### config.mk
export PLATFORM = sky130hd
export DESIGN_NAME = gpio_iport
export DESIGN_NICKNAME = d
export VERILOG_FILES = /design/src/rtl/gpio_iport_pkg.sv /design/src/rtl/gpio_subreg_bank.sv /design/src/rtl/gpio_pin_mux.sv /design/src/rtl/gpio_in_sync.sv /design/src/rtl/gpio_iport.sv
export SDC_FILE = /design/constraint.sdc
export NUM_CORES = 1
export LEC_CHECK = 0
export BUFFER_PORTS_ARGS = -buffer_cell sky130_fd_sc_hd__buf_2
export CORE_ASPECT_RATIO = 1.5
export CORE_UTILIZATION = 45
export CTS_CLUSTER_SIZE = 14
export DETAILED_ROUTE_END_ITERATION = 12
export PLACE_DENSITY_LB_ADDON = 0.3
export SKIP_LAST_GASP = 1
export SLEW_MARGIN = 10
export SYNTH_ARGS = -nofsm -noshare
export SYNTH_HDL_FRONTEND = slang
export SYNTH_HIERARCHICAL = 1
export SYNTH_SLANG_ARGS = --single-unit
### constraint.sdc
create_clock -name clk -period 2.3 [get_ports clk]
set_input_delay 0 -clock clk [delete_from_list [all_inputs] [get_ports clk]]
set_output_delay 0 -clock clk [all_outputs]
set_load 0.03 [all_outputs]
### src/rtl/gpio_iport_pkg.sv
package gpio_iport_pkg;

  typedef enum logic [1:0] {
    BUS_INDEX  = 2'd0,
    BUS_WINDOW = 2'd1,
    BUS_DATA   = 2'd2,
    BUS_INPUT  = 2'd3
  } bus_reg_e;

  // one-hot window decode: bit0 direction, bit1 alt-enable, bit2 open-drain
  typedef logic [2:0] win_hit_t;

  // selected value for one pin
  function automatic logic pin_value(input logic alt_en, input logic data_bit,
                                     input logic alt_val);
    return alt_en ? alt_val : data_bit;
  endfunction

  // selected drive enable for one pin, open-drain applied after the mode mux
  function automatic logic pin_drive(input logic alt_en, input logic dir_in,
                                     input logic alt_en_oe, input logic odrain,
                                     input logic value);
    logic want;
    want = alt_en ? alt_en_oe : ~dir_in;
    return odrain ? (want & ~value) : want;
  endfunction

endpackage

### src/rtl/gpio_subreg_bank.sv
module gpio_subreg_bank
  import gpio_iport_pkg::*;
#(
  parameter int          PINS     = 8,
  parameter logic [PINS-1:0] AF_RESET = '0
) (
  input  logic            clk,
  input  logic            rst_n,
  input  logic            wr_en,
  input  bus_reg_e        wr_sel,
  input  logic [PINS-1:0] wdata,
  output logic [PINS-1:0] index_q,
  output logic [PINS-1:0] dir_q,
  output logic [PINS-1:0] alten_q,
  output logic [PINS-1:0] odrain_q,
  output logic [PINS-1:0] odata_q,
  output logic [PINS-1:0] win_rdata,
  output win_hit_t        win_hit
);

  localparam logic [PINS-1:0] IDX_DIR    = PINS'(1);
  localparam logic [PINS-1:0] IDX_ALTEN  = PINS'(2);
  localparam logic [PINS-1:0] IDX_ODRAIN = PINS'(3);

  logic win_wr;

  always_comb begin
    win_hit[0] = (index_q == IDX_DIR);
    win_hit[1] = (index_q == IDX_ALTEN);
    win_hit[2] = (index_q == IDX_ODRAIN);
  end

  assign win_wr = wr_en && (wr_sel == BUS_WINDOW);

  always_ff @(posedge clk or negedge rst_n) begin
    if (!rst_n) begin
      index_q  <= '0;
      dir_q    <= '1;
      alten_q  <= AF_RESET;
      odrain_q <= '0;
      odata_q  <= '0;
    end else if (wr_en) begin
      case (wr_sel)
        BUS_INDEX: index_q <= wdata;
        BUS_DATA:  odata_q <= wdata;
        BUS_WINDOW: begin
          if (win_hit[0]) dir_q    <= wdata;
          if (win_hit[1]) alten_q  <= wdata;
          if (win_hit[2]) odrain_q <= wdata;
        end
        default: ;
      endcase
    end
  end

  always_comb begin
    win_rdata = '0;
    if (win_hit[0]) win_rdata = dir_q;
    if (win_hit[1]) win_rdata = alten_q;
    if (win_hit[2]) win_rdata = odrain_q;
  end

  a_r1_index_load: assert property (@(posedge clk) disable iff (!rst_n)
    wr_en && wr_sel == BUS_INDEX |=> index_q == $past(wdata));

  a_r2_decode_onehot: assert property (@(posedge clk) disable iff (!rst_n)
    $onehot0(win_hit));

  a_r5_miss_ignored: assert property (@(posedge clk) disable iff (!rst_n)
    win_wr && win_hit == 3'b000 |=> $stable(dir_q) && $stable(alten_q) && $stable(odrain_q));

  a_r5_miss_reads_zero: assert property (@(posedge clk) disable iff (!rst_n)
    win_hit == 3'b000 |-> win_rdata == '0);

  a_r9_data_load: assert property (@(posedge clk) disable iff (!rst_n)
    wr_en && wr_sel == BUS_DATA |=> odata_q == $past(wdata));

endmodule

### src/rtl/gpio_pin_mux.sv
module gpio_pin_mux
  import gpio_iport_pkg::*;
#(
  parameter int PINS = 8
) (
  input  logic [PINS-1:0] dir_q,
  input  logic [PINS-1:0] alten_q,
  input  logic [PINS-1:0] odrain_q,
  input  logic [PINS-1:0] odata_q,
  input  logic [PINS-1:0] alt_out,
  input  logic [PINS-1:0] alt_oe,
  output logic [PINS-1:0] pad_out,
  output logic [PINS-1:0] pad_oe
);

  for (genvar p = 0; p < PINS; p++) begin : g_pin
    logic val;
    assign val        = pin_value(alten_q[p], odata_q[p], alt_out[p]);
    assign pad_out[p] = val;
    assign pad_oe[p]  = pin_drive(alten_q[p], dir_q[p], alt_oe[p], odrain_q[p], val);
  end

endmodule

### src/rtl/gpio_in_sync.sv
module gpio_in_sync #(
  parameter int PINS   = 8,
  parameter int STAGES = 2
) (
  input  logic            clk,
  input  logic            rst_n,
  input  logic [PINS-1:0] pad_in,
  output logic [PINS-1:0] sample
);

  logic [PINS-1:0] chain [STAGES];

  always_ff @(posedge clk or negedge rst_n) begin
    if (!rst_n) chain[0] <= '0;
    else        chain[0] <= pad_in;
  end

  for (genvar s = 1; s < STAGES; s++) begin : g_stage
    always_ff @(posedge clk or negedge rst_n) begin
      if (!rst_n) chain[s] <= '0;
      else        chain[s] <= chain[s-1];
    end
  end

  assign sample = chain[STAGES-1];

endmodule

### src/rtl/gpio_iport.sv
module gpio_iport
  import gpio_iport_pkg::*;
#(
  parameter int              PINS        = 8,
  parameter logic [PINS-1:0] AF_RESET    = '0,
  parameter int              SYNC_STAGES = 2
) (
  input  logic            clk,
  input  logic            rst_n,
  input  logic            bus_wr,
  input  logic [1:0]      bus_sel,
  input  logic [PINS-1:0] bus_wdata,
  output logic [PINS-1:0] bus_rdata,
  input  logic [PINS-1:0] alt_out,
  input  logic [PINS-1:0] alt_oe,
  input  logic [PINS-1:0] pad_in,
  output logic [PINS-1:0] pad_out,
  output logic [PINS-1:0] pad_oe
);

  bus_reg_e        sel;
  logic [PINS-1:0] index_q, dir_q, alten_q, odrain_q, odata_q, win_rdata, sample;
  win_hit_t        win_hit;

  assign sel = bus_reg_e'(bus_sel);

  gpio_subreg_bank #(.PINS(PINS), .AF_RESET(AF_RESET)) u_bank (
    .clk(clk), .rst_n(rst_n), .wr_en(bus_wr), .wr_sel(sel), .wdata(bus_wdata),
    .index_q(index_q), .dir_q(dir_q), .alten_q(alten_q), .odrain_q(odrain_q),
    .odata_q(odata_q), .win_rdata(win_rdata), .win_hit(win_hit)
  );

  gpio_pin_mux #(.PINS(PINS)) u_mux (
    .dir_q(dir_q), .alten_q(alten_q), .odrain_q(odrain_q), .odata_q(odata_q),
    .alt_out(alt_out), .alt_oe(alt_oe), .pad_out(pad_out), .pad_oe(pad_oe)
  );

  gpio_in_sync #(.PINS(PINS), .STAGES(SYNC_STAGES)) u_sync (
    .clk(clk), .rst_n(rst_n), .pad_in(pad_in), .sample(sample)
  );

  always_comb begin
    case (sel)
      BUS_INDEX:  bus_rdata = index_q;
      BUS_WINDOW: bus_rdata = win_rdata;
      BUS_DATA:   bus_rdata = odata_q;
      default:    bus_rdata = sample;
    endcase
  end

  // pin-level checks
  for (genvar p = 0; p < PINS; p++) begin : g_chk
    a_r8_od_never_high: assert property (@(posedge clk) disable iff (!rst_n)
      odrain_q[p] && pad_oe[p] |-> !pad_out[p]);
    a_r6_input_floats: assert property (@(posedge clk) disable iff (!rst_n)
      !alten_q[p] && dir_q[p] |-> !pad_oe[p]);
    a_r7_alt_follows: assert property (@(posedge clk) disable iff (!rst_n)
      alten_q[p] && !odrain_q[p] |-> pad_out[p] == alt_out[p] && pad_oe[p] == alt_oe[p]);
  end

  // input latency check, only for the two-stage default
  if (SYNC_STAGES == 2) begin : g_sync_chk
    logic [1:0] since_rst;
    always_ff @(posedge clk or negedge rst_n) begin
      if (!rst_n)                 since_rst <= '0;
      else if (since_rst != 2'd2) since_rst <= since_rst + 2'd1;
    end
    a_r10_two_edges: assert property (@(posedge clk) disable iff (!rst_n)
      since_rst == 2'd2 |-> sample == $past(pad_in, 2));
  end

endmodule

==> metrics, run 1 <==
Mapped Cells around 190; # IOs between 60 and 70; Nets 298; GRT met2 Usage 0.343; Ys Warns 6; RSZ-0062 raised after global routing false; Max Freq 469 MHz; Clock Pin Slew Worst Setup and Hold Paths 0.09 ns; Critical Path Source Type flip-flop; Layout Area Growth over Synthesis 18.5%; GR Util met1 0.237; Mean Syn Cell Area 14.5 um^2; ANT nets after route 0; residual DRC count 0; detailed placement HPWL 4030 um; Clock Skew approximately 0.0057 ns; first-pass iteration count of the detailed router 4; Initial Util 0.477; mapped cell area 0.00282 mm^2; Worst-Skew Late Latency 0.30 ns; DRT Wirelength ~5900 um; max-slew violations 0; Total GRT Usage 0.198; kind of critical path flip-flop to primary output; Final Hold Viols 0; Die H 98.9 um; Worst Tran Pin Value 0.759 ns; CTS max path bufs 2; postcts setup bufs 0; wire per inst roughly 18 um; Place WS 0.376 ns; first-pass GRT wire length 9650 um; leakage power 0.00149 uW; Core Util, Final 0.565; DRT iter0 DRCs between 50 and 60; total CTS buffers 5; vias 1,864; Tmin final 2.13 ns; initial antenna violation count 0; # placed instances 309; Max FO, Critical Path 8; area occupied by multi-input gates 0.00125 mm^2; Slew HR 0.492; Diodes inserted 0; largest net degree at the start of global routing 22; status completed; Post-Syn Nets around 230; Critical Path End Type primary output; Core ar. between 0.005 and 0.006 mm^2; Die X about 67 um; vias in the first global route roughly 2,000; setup_tns 0 ns; Port Buffers 60; Hold WC Path Type input port to async pin; die area 0.00659 mm^2; GR Overflow Total 0; CTS H-Tree Depth 2; Worst Path Required 2.30 ns; fin crit share 0.927; Cell Rows 34; CTS tree built; GR Util met3 0.0313; Peak supply drop 480 uV; total of max-cap violations 0; Clock Tree Root clkbuf_8; Most Crowded Layer GR met2; layout cells sized above 1 0.592; RD Place Congestion 0.755; critical path data arrival time 2.13 ns; setup ws final about 0.17 ns; vias per cell 5.58; Fillers 506; pwr dens 706 mW/mm^2; register area 0.00141 mm^2; Layout Cells excl Fill approximately 330; CTS Sinks 56; final count of negative-setup-slack endpoints 0
## area by class of cell
type,count,area share
Sequential cell,56,0.423
Multi-Input combinational cell,116,0.374
Timing Repair Buffer,82,0.152
Tap cell,72,0.0270
Clock buffer,8,0.0240
## state kept, by name (all words and copies together) (netlist names)
name	cells
u_sync/sample	8
u_bank/odata_q	8
u_bank/index_q	8
u_bank/dir_q	8
u_bank/odrain_q	8
u_bank/alten_q	8
u_sync/chain	8
## power by group
part | switching (uW) | internal (uW)
sequential | 118 | 1090
combinational | 330 | 316
clock | 284 | 217
total | 733 | 1620
## worst paths after layout
check                                               from                        endpoint  slack [ns]  cells after the start
setup / recovery           u_bank/index_q[5]$_DFFE_PN0P_                    bus_rdata[2]        0.17                      5
hold / removal                                     rst_n      u_sync/chain[15]$_DFF_PN0_        0.16                      2
setup reg to reg           u_bank/index_q[5]$_DFFE_PN0P_  u_bank/odrain_q[7]$_DFFE_PN0P_        0.39                      3
hold reg to reg                u_sync/chain[8]$_DFF_PN0_      u_sync/sample[0]$_DFF_PN0_        0.35                      0
max in group asynchronous                          rst_n     u_bank/dir_q[5]$_DFFE_PN1P_        1.47                      3
min in group clk                               pad_in[2]      u_sync/chain[10]$_DFF_PN0_        0.33                      2
## through the flow
| step | hold slack, ns | total power [uW] | cell area [um^2] |
|---|---|---|---|
| after floorplan | -0.296 | 1700 | 2820 |
| after global placement | -0.0652 | 1840 | 3090 |
| after detailed placement | -0.0636 | 1860 | 3090 |
| after CTS | 0.139 | 2380 | 3340 |
| after global routing | 0.202 | 2470 | 3340 |
| final | 0.165 | 2360 | 3340 |
## layer usage
layer	share of wire	vias to the layer above
li1	-	848
met1	0.40	961
met2	0.55	49
met3	0.034	6
met4	0.017	0
met5	0	-
## critical path, stage by stage (launching register included)
cell and delay [ns]:
dfrtp_1 0.43, nor4_4 0.41, nand2_1 0.32, nor2_1 0.23, mux4_2 0.25, buf_2 0.19
## cells in the final DEF, fill, tap and decap left out, drive strengths merged, types with 9 or more instances in the layout
master	count
nor2	9
dlygate4sd3	17
nand2	9
dfrtp	48
buf	65
mux2	56
## repair_timing
action	CTS	global route
endpoints found under the hold margin	55	0
hold buffers	17	0
gates resized for setup	0	1
endpoints found under the setup margin	0	7
No activity file was read; power rests on OpenSTA's default activity.
==> run 2, diff against run 1 <==
==> constraint.sdc (replaced) <==
create_clock -name clk -period 2.3 [get_ports clk]
set_input_delay 0 -clock clk [delete_from_list [all_inputs] [get_ports clk]]
set_output_delay 0 -clock clk [all_outputs]
set_load 0.005 [all_outputs]
==> run 2 against run 1 <==
Compared with the run above: final cell count decreased by 0.30%; global-route usage decreased by 1.4 points; register-to-register slack about the same; largest power group unchanged; worst setup slack improved by 0.084 ns; count of clock-buffer cells in the layout decreased by 3; design area increased by 0.71%; combinational power decreased by 26%.
==> metrics, run 2 (synthesis gave the netlist of run 1 again) <==
reg2reg end u_bank/odrain_q[1]$_DFFE_PN0P_; Worst-Skew Late Latency 0.30 ns (about the same); clock power share 0.271 (+0.058); most frequent cells in the layout 60 x buf_2, 48 x mux2_2, 47 x dfrtp_1; vias 1,826 (-2.0%); vias per cell 5.48 (-1.7%); setup_tns 0 ns (unchanged); Port Buffers 60 (unchanged); total CTS buffers 5 (unchanged); first-pass iteration count of the detailed router 4 (unchanged); Nets 297 (-0.34%); Max FO, Critical Path 8 (unchanged); Initial Util 0.477 (unchanged); first-pass GRT wire length 9110 um (-5.5%); Critical Path End Type primary output; area occupied by multi-input gates 0.00125 mm^2 (unchanged); postcts setup bufs 0 (unchanged); max-slew violations 0 (unchanged); Clock Skew 0.00208 ns (-0.00362 ns); Reg2Reg Launch Point u_bank/index_q[5]$_DFFE_PN0P_; total of max-cap violations 0 (unchanged); RD Place Congestion 0.840 (+11%); Total GRT Usage 0.184 (-0.0138); ANT nets after route 0 (unchanged); Min Hold Slack 0.0977 ns (-0.0668 ns); CTS tree built; Worst path max stage delay 0.44 ns (about the same); leakage power 0.00150 uW (+0.66%); layout cells sized above 1 0.602 (+0.00993); Final Hold Viols 0 (unchanged); Core Util, Final 0.569 (+0.00402); Crit-path slowest cell dfrtp_1; critical path data arrival time 2.05 ns (-0.08 ns); CTS H-Tree Depth 2 (unchanged); status completed; kind of critical path flip-flop to primary output; fin crit share 0.890 (-0.0365); flop-to-flop setup slack 0.38 ns (about the same); sw frac 0.259 (-0.0516); CTS max path bufs 2 (unchanged); Max Freq 488 MHz (+4.1%); detailed placement HPWL 3860 um (-4.2%); Worst Tran Pin Value 0.673 ns (-0.0859 ns); CP cell instances nor4_4, nand2_1, nor2_1, mux4_2, buf_2; Flop pwr share 0.522 (+0.009); Clock Pin Slew Worst Setup and Hold Paths 0.09 ns (about the same); residual DRC count 0 (unchanged); CTS Sinks 56 (unchanged); Peak supply drop 470 uV (-2.1%); RSZ-0062 raised after global routing false; pwr dens 692 mW/mm^2 (-1.9%); DRT iter0 DRCs 68 (+15%); # IOs 61 (unchanged); Diodes inserted 0 (unchanged); Clock Tree Root clkbuf_8; register area 0.00141 mm^2 (unchanged); Die X 66.6 um (unchanged); logic gate share of total power 0.207 (-0.067); largest net degree at the start of global routing 45 (+100%); vias in the first global route 1,808 (-9.6%); initial antenna violation count 0 (unchanged); Fillers 494 (-2.4%); die area 0.00659 mm^2 (unchanged); Psw 604 uW (-18%); most common cell after layout, fill and taps aside buf_2; Tot Pwr 2330 uW (-1.2%); Tmin final 2.05 ns (-0.0840 ns); GR Overflow Total 0 (unchanged); final count of negative-setup-slack endpoints 0 (unchanged); Layout Area Growth over Synthesis 19.4%; Die H 98.9 um (unchanged); Worst Path Required 2.30 ns (about the same); wire per inst 16.7 um (-5.2%); P_int 1720 uW (+6.2%); Critical Path Source Type flip-flop; cells on worst reg2reg path 3 (unchanged); Hold WC Path Type input port to async pin; DRT Wirelength 5560 um (-5.5%); Slew HR 0.549 (+0.0575); Cell Rows 34 (unchanged); Core ar. 0.00591 mm^2 (unchanged)
==> run 2: cell count changes in the layout (fill, tap and decap cells not counted), sizes merged <==
cell	delta
clkbuf	-3
clkinv	+1
clkinvlp	+1
buf	-1
bufinv	+1
==> run 2: layout make-up <==
type / instances / area share
Multi-Input combinational cell: 116 / 0.371
Clock buffer: 5 / 0.0205
Timing Repair Buffer: 81 / 0.149
Clock inverter: 3 / 0.0126
Tap cell: 72 / 0.0268
Sequential cell: 56 / 0.420
==> run 2: power by group through the flow <==
stage               combinational (uW)  sequential, uW  clock, uW
floorplan                          355            1190          0
global placement                   459            1230          0
detailed placement                 464            1240          0
CTS                                487            1220        649
global route                       524            1230        684
finish                             481            1220        631
==> run 2: what timing repair did <==
| item | 4_1_cts | 5_1_grt |
|---|---|---|
| hold endpoints to repair | 59 | 0 |
| gates resized for setup | 0 | 1 |
| setup endpoints to repair | 0 | 3 |
| hold buffers | 17 | 0 |
==> run 2: through the flow <==
step | worst slack [ns] | std cells | area (um^2)
floorplan | 0.742 | 194 | 2820
global placement | 0.418 | 308 | 3080
detailed placement | 0.392 | 308 | 3080
CTS | 0.0931 | 333 | 3360
global route | 0.126 | 333 | 3360
finish | 0.253 | 333 | 3360
==> run 2: worst max-delay path by stage <==
stage                             startpoint                              to  slack, ns
2_1_floorplan  u_bank/index_q[5]$_DFFE_PN0P_  u_bank/odrain_q[0]$_DFFE_PN0P_       0.74
3_3_place_gp   u_bank/index_q[1]$_DFFE_PN0P_  u_bank/odrain_q[1]$_DFFE_PN0P_       0.42
3_5_place_dp   u_bank/index_q[1]$_DFFE_PN0P_  u_bank/odrain_q[0]$_DFFE_PN0P_       0.39
4_1_cts        u_bank/index_q[1]$_DFFE_PN0P_                    bus_rdata[6]       0.09
5_1_grt        u_bank/index_q[5]$_DFFE_PN0P_                    bus_rdata[3]       0.13
6_report       u_bank/index_q[5]$_DFFE_PN0P_                    bus_rdata[6]       0.25
==> run 2: critical path: cells and delay by family (launching register included) <==
| kind | cells | cell delay [ns] |
|---|---|---|
| AND/OR/NAND/NOR | 3 | 0.94 |
| flip-flops | 1 | 0.44 |
| multiplexers | 1 | 0.25 |
| buffers and inverters | 1 | 0.11 |
==> run 2: metal layers <==
metal	GRT usage	vias up	wire, um
li1	-	845	-
met1	0.254	937	2440
met2	0.298	42	2870
met3	0.0278	2	205
met4	0.0540	0	36
met5	0	-	0
==> run 3, diff against run 2 <==
==> constraint.sdc (replaced) <==
create_clock -name clk -period 2.1 [get_ports clk]
set_input_delay 0 -clock clk [delete_from_list [all_inputs] [get_ports clk]]
set_output_delay 0 -clock clk [all_outputs]
set_load 0.005 [all_outputs]
==> run 3 against run 2 <==
Compared with the run above: the run now ends with hold timing left; combinational power increased by 21%; sequential share of layout area decreased by 0.68 points; worst hold slack got worse by 0.10 ns; clock skew increased by 0.0077 ns; non-clock buffer count increased by 6; via count increased by 0.44%; register-to-register slack got worse by 0.06 ns; final cell count increased by 1.8%; critical endpoint unchanged; power increased by 8.4%; critical path depth increased by 2; flip-flop and latch count unchanged.
==> metrics, run 3 (synthesis gave the netlist of run 1 again) <==
initial antenna violation count 0 (unchanged); violated checks hold timing; first-pass GRT wire length 9370 um (+2.8%); Die H 98.9 um (unchanged); Fillers 492 (-0.40%); ANT nets after route 0 (unchanged); RSZ-0062 raised after global routing false; Critical Path Source Type flip-flop; Max Freq 493 MHz; total of max-cap violations 0 (unchanged); largest net degree at the start of global routing 57 (+27%); Layout Area Growth over Synthesis 21.3%; GR Overflow Total 0 (unchanged); fin crit share 0.965; pwr dens 738 mW/mm^2 (+6.6%); most frequent cells in the layout 60 x buf_2, 48 x mux2_2, 47 x dfrtp_1; total CTS buffers 5 (unchanged); Clock Tree Root clkbuf_8; Slew HR 0.577 (+0.0277); Worst-Skew Late Latency 0.31 ns (about the same); vias per cell 5.41 (-1.3%); Total GRT Usage 0.191 (+0.00696); residual DRC count 0 (unchanged); setup_tns 0 ns (unchanged); CTS max path bufs 2 (unchanged); Critical Path End Type primary output; Peak supply drop 574 uV (+22%); Cell Rows 34 (unchanged); Worst Path Required 2.10 ns (-0.20 ns); max-slew violations 0 (unchanged); DRT iter0 DRCs 65 (-4.4%); final count of negative-setup-slack endpoints 0 (unchanged); critical path data arrival time 2.03 ns (-0.02 ns); Tmin final 2.03 ns; Max FO, Critical Path 6 (-2); Min Hold Slack -0.00199 ns (-0.0997 ns); RD Place Congestion 0.752 (-10%); wire per inst 17.1 um (+2.7%); vias 1,834 (+0.44%); Clock Skew 0.00981 ns (+0.00773 ns); Nets 303 (+2.0%); DRT Wirelength 5810 um (+4.5%); Hold WC Path Type input port to flip-flop; # IOs 61 (unchanged); CTS Sinks 56 (unchanged); Die X 66.6 um (unchanged); most common cell after layout, fill and taps aside buf_2; CTS H-Tree Depth 2 (unchanged); vias in the first global route 1,875 (+3.7%); kind of critical path flip-flop to primary output; Port Buffers 60 (unchanged); Clock Pin Slew Worst Setup and Hold Paths 0.09 ns (about the same); Final Cell Area 0.00342 mm^2 (+1.6%); Initial Util 0.477 (unchanged); layout cells sized above 1 0.618 (+0.0164); Tot Pwr 2520 uW (+8.4%); detailed placement HPWL 3920 um (+1.6%); Diodes inserted 0 (unchanged); CTS tree built; die area 0.00659 mm^2 (unchanged); first-pass iteration count of the detailed router 4 (unchanged); status complete, but fails checks; leakage power 0.00154 uW (+2.4%); Worst Tran Pin Value 0.632 ns (-0.0405 ns); Final Hold Viols 2 (+2); Placed Instance Area 0.00312 mm^2 (+1.1%); Core ar. 0.00591 mm^2 (unchanged)
[run 3: final timing paths]
path | end | slack (ns) | start | depth (start not counted)
setup / recovery | bus_rdata[6] | 0.07 | u_bank/index_q[1]$_DFFE_PN0P_ | 7
hold / removal | u_bank/odata_q[5]$_DFFE_PN0P_ | -0.002 | bus_wdata[5] | 2
setup reg to reg | u_bank/dir_q[4]$_DFFE_PN1P_ | 0.32 | u_bank/index_q[1]$_DFFE_PN0P_ | 4
hold reg to reg | u_sync/sample[4]$_DFF_PN0_ | 0.35 | u_sync/chain[12]$_DFF_PN0_ | 0
max in group asynchronous | u_bank/dir_q[5]$_DFFE_PN1P_ | 1.58 | rst_n | 3
min in group asynchronous | u_bank/index_q[7]$_DFFE_PN0P_ | 0.21 | rst_n | 3
[run 3: what timing repair did]
action                                  4_1_cts  5_1_grt
cloned                                        0        0
hold buffers                                 16        0
setup buffers                                 0        4
endpoints found under the setup margin        8        6
gates resized for setup                       1        5
endpoints found under the hold margin        98        0
[run 3: routing by layer]
layer | track usage | share of wire
met1 | 0.254 | 0.43
met4 | 0.0655 | 0.015
met3 | 0.0243 | 0.027
met5 | 0 | 0
met2 | 0.318 | 0.53
[run 3: through the flow]
step                cells  utilization  hold slack [ns]  setup WS, ns
floorplan             194            -           -0.296         0.542
global placement      311        0.527           0.0170         0.286
detailed placement    311        0.527           0.0208         0.234
CTS                   335        0.571          0.00261        0.0326
global route          339        0.578          0.00992        0.0134
finish                339        0.578         -0.00199        0.0735
[run 3: report_power, final]
part	internal, uW	leakage, uW	switching, uW	total (uW)
combinational	365	0.000808	219	583
clock	302	0.0000515	326	628
sequential	1200	0.000679	117	1310
total	1860	0.00154	662	2520
[run 3: critical path, cell delays in order (launching register included)]
cell	delay, ns
dfrtp_2	0.43
buf_6	0.14
nor2b_1	0.14
buf_4	0.16
a22oi_1	0.18
nor2_1	0.07
mux4_2	0.46
buf_2	0.14
[run 3: layout make-up]
cell class | count | area (um^2) | area share
timing repair buffer | 87 | 559 | 0.164
sequential | 56 | 1410 | 0.413
clock buffer | 8 | 100 | 0.0293
multi-input combinational | 116 | 1260 | 0.367
tap | 72 | 90.1 | 0.0264
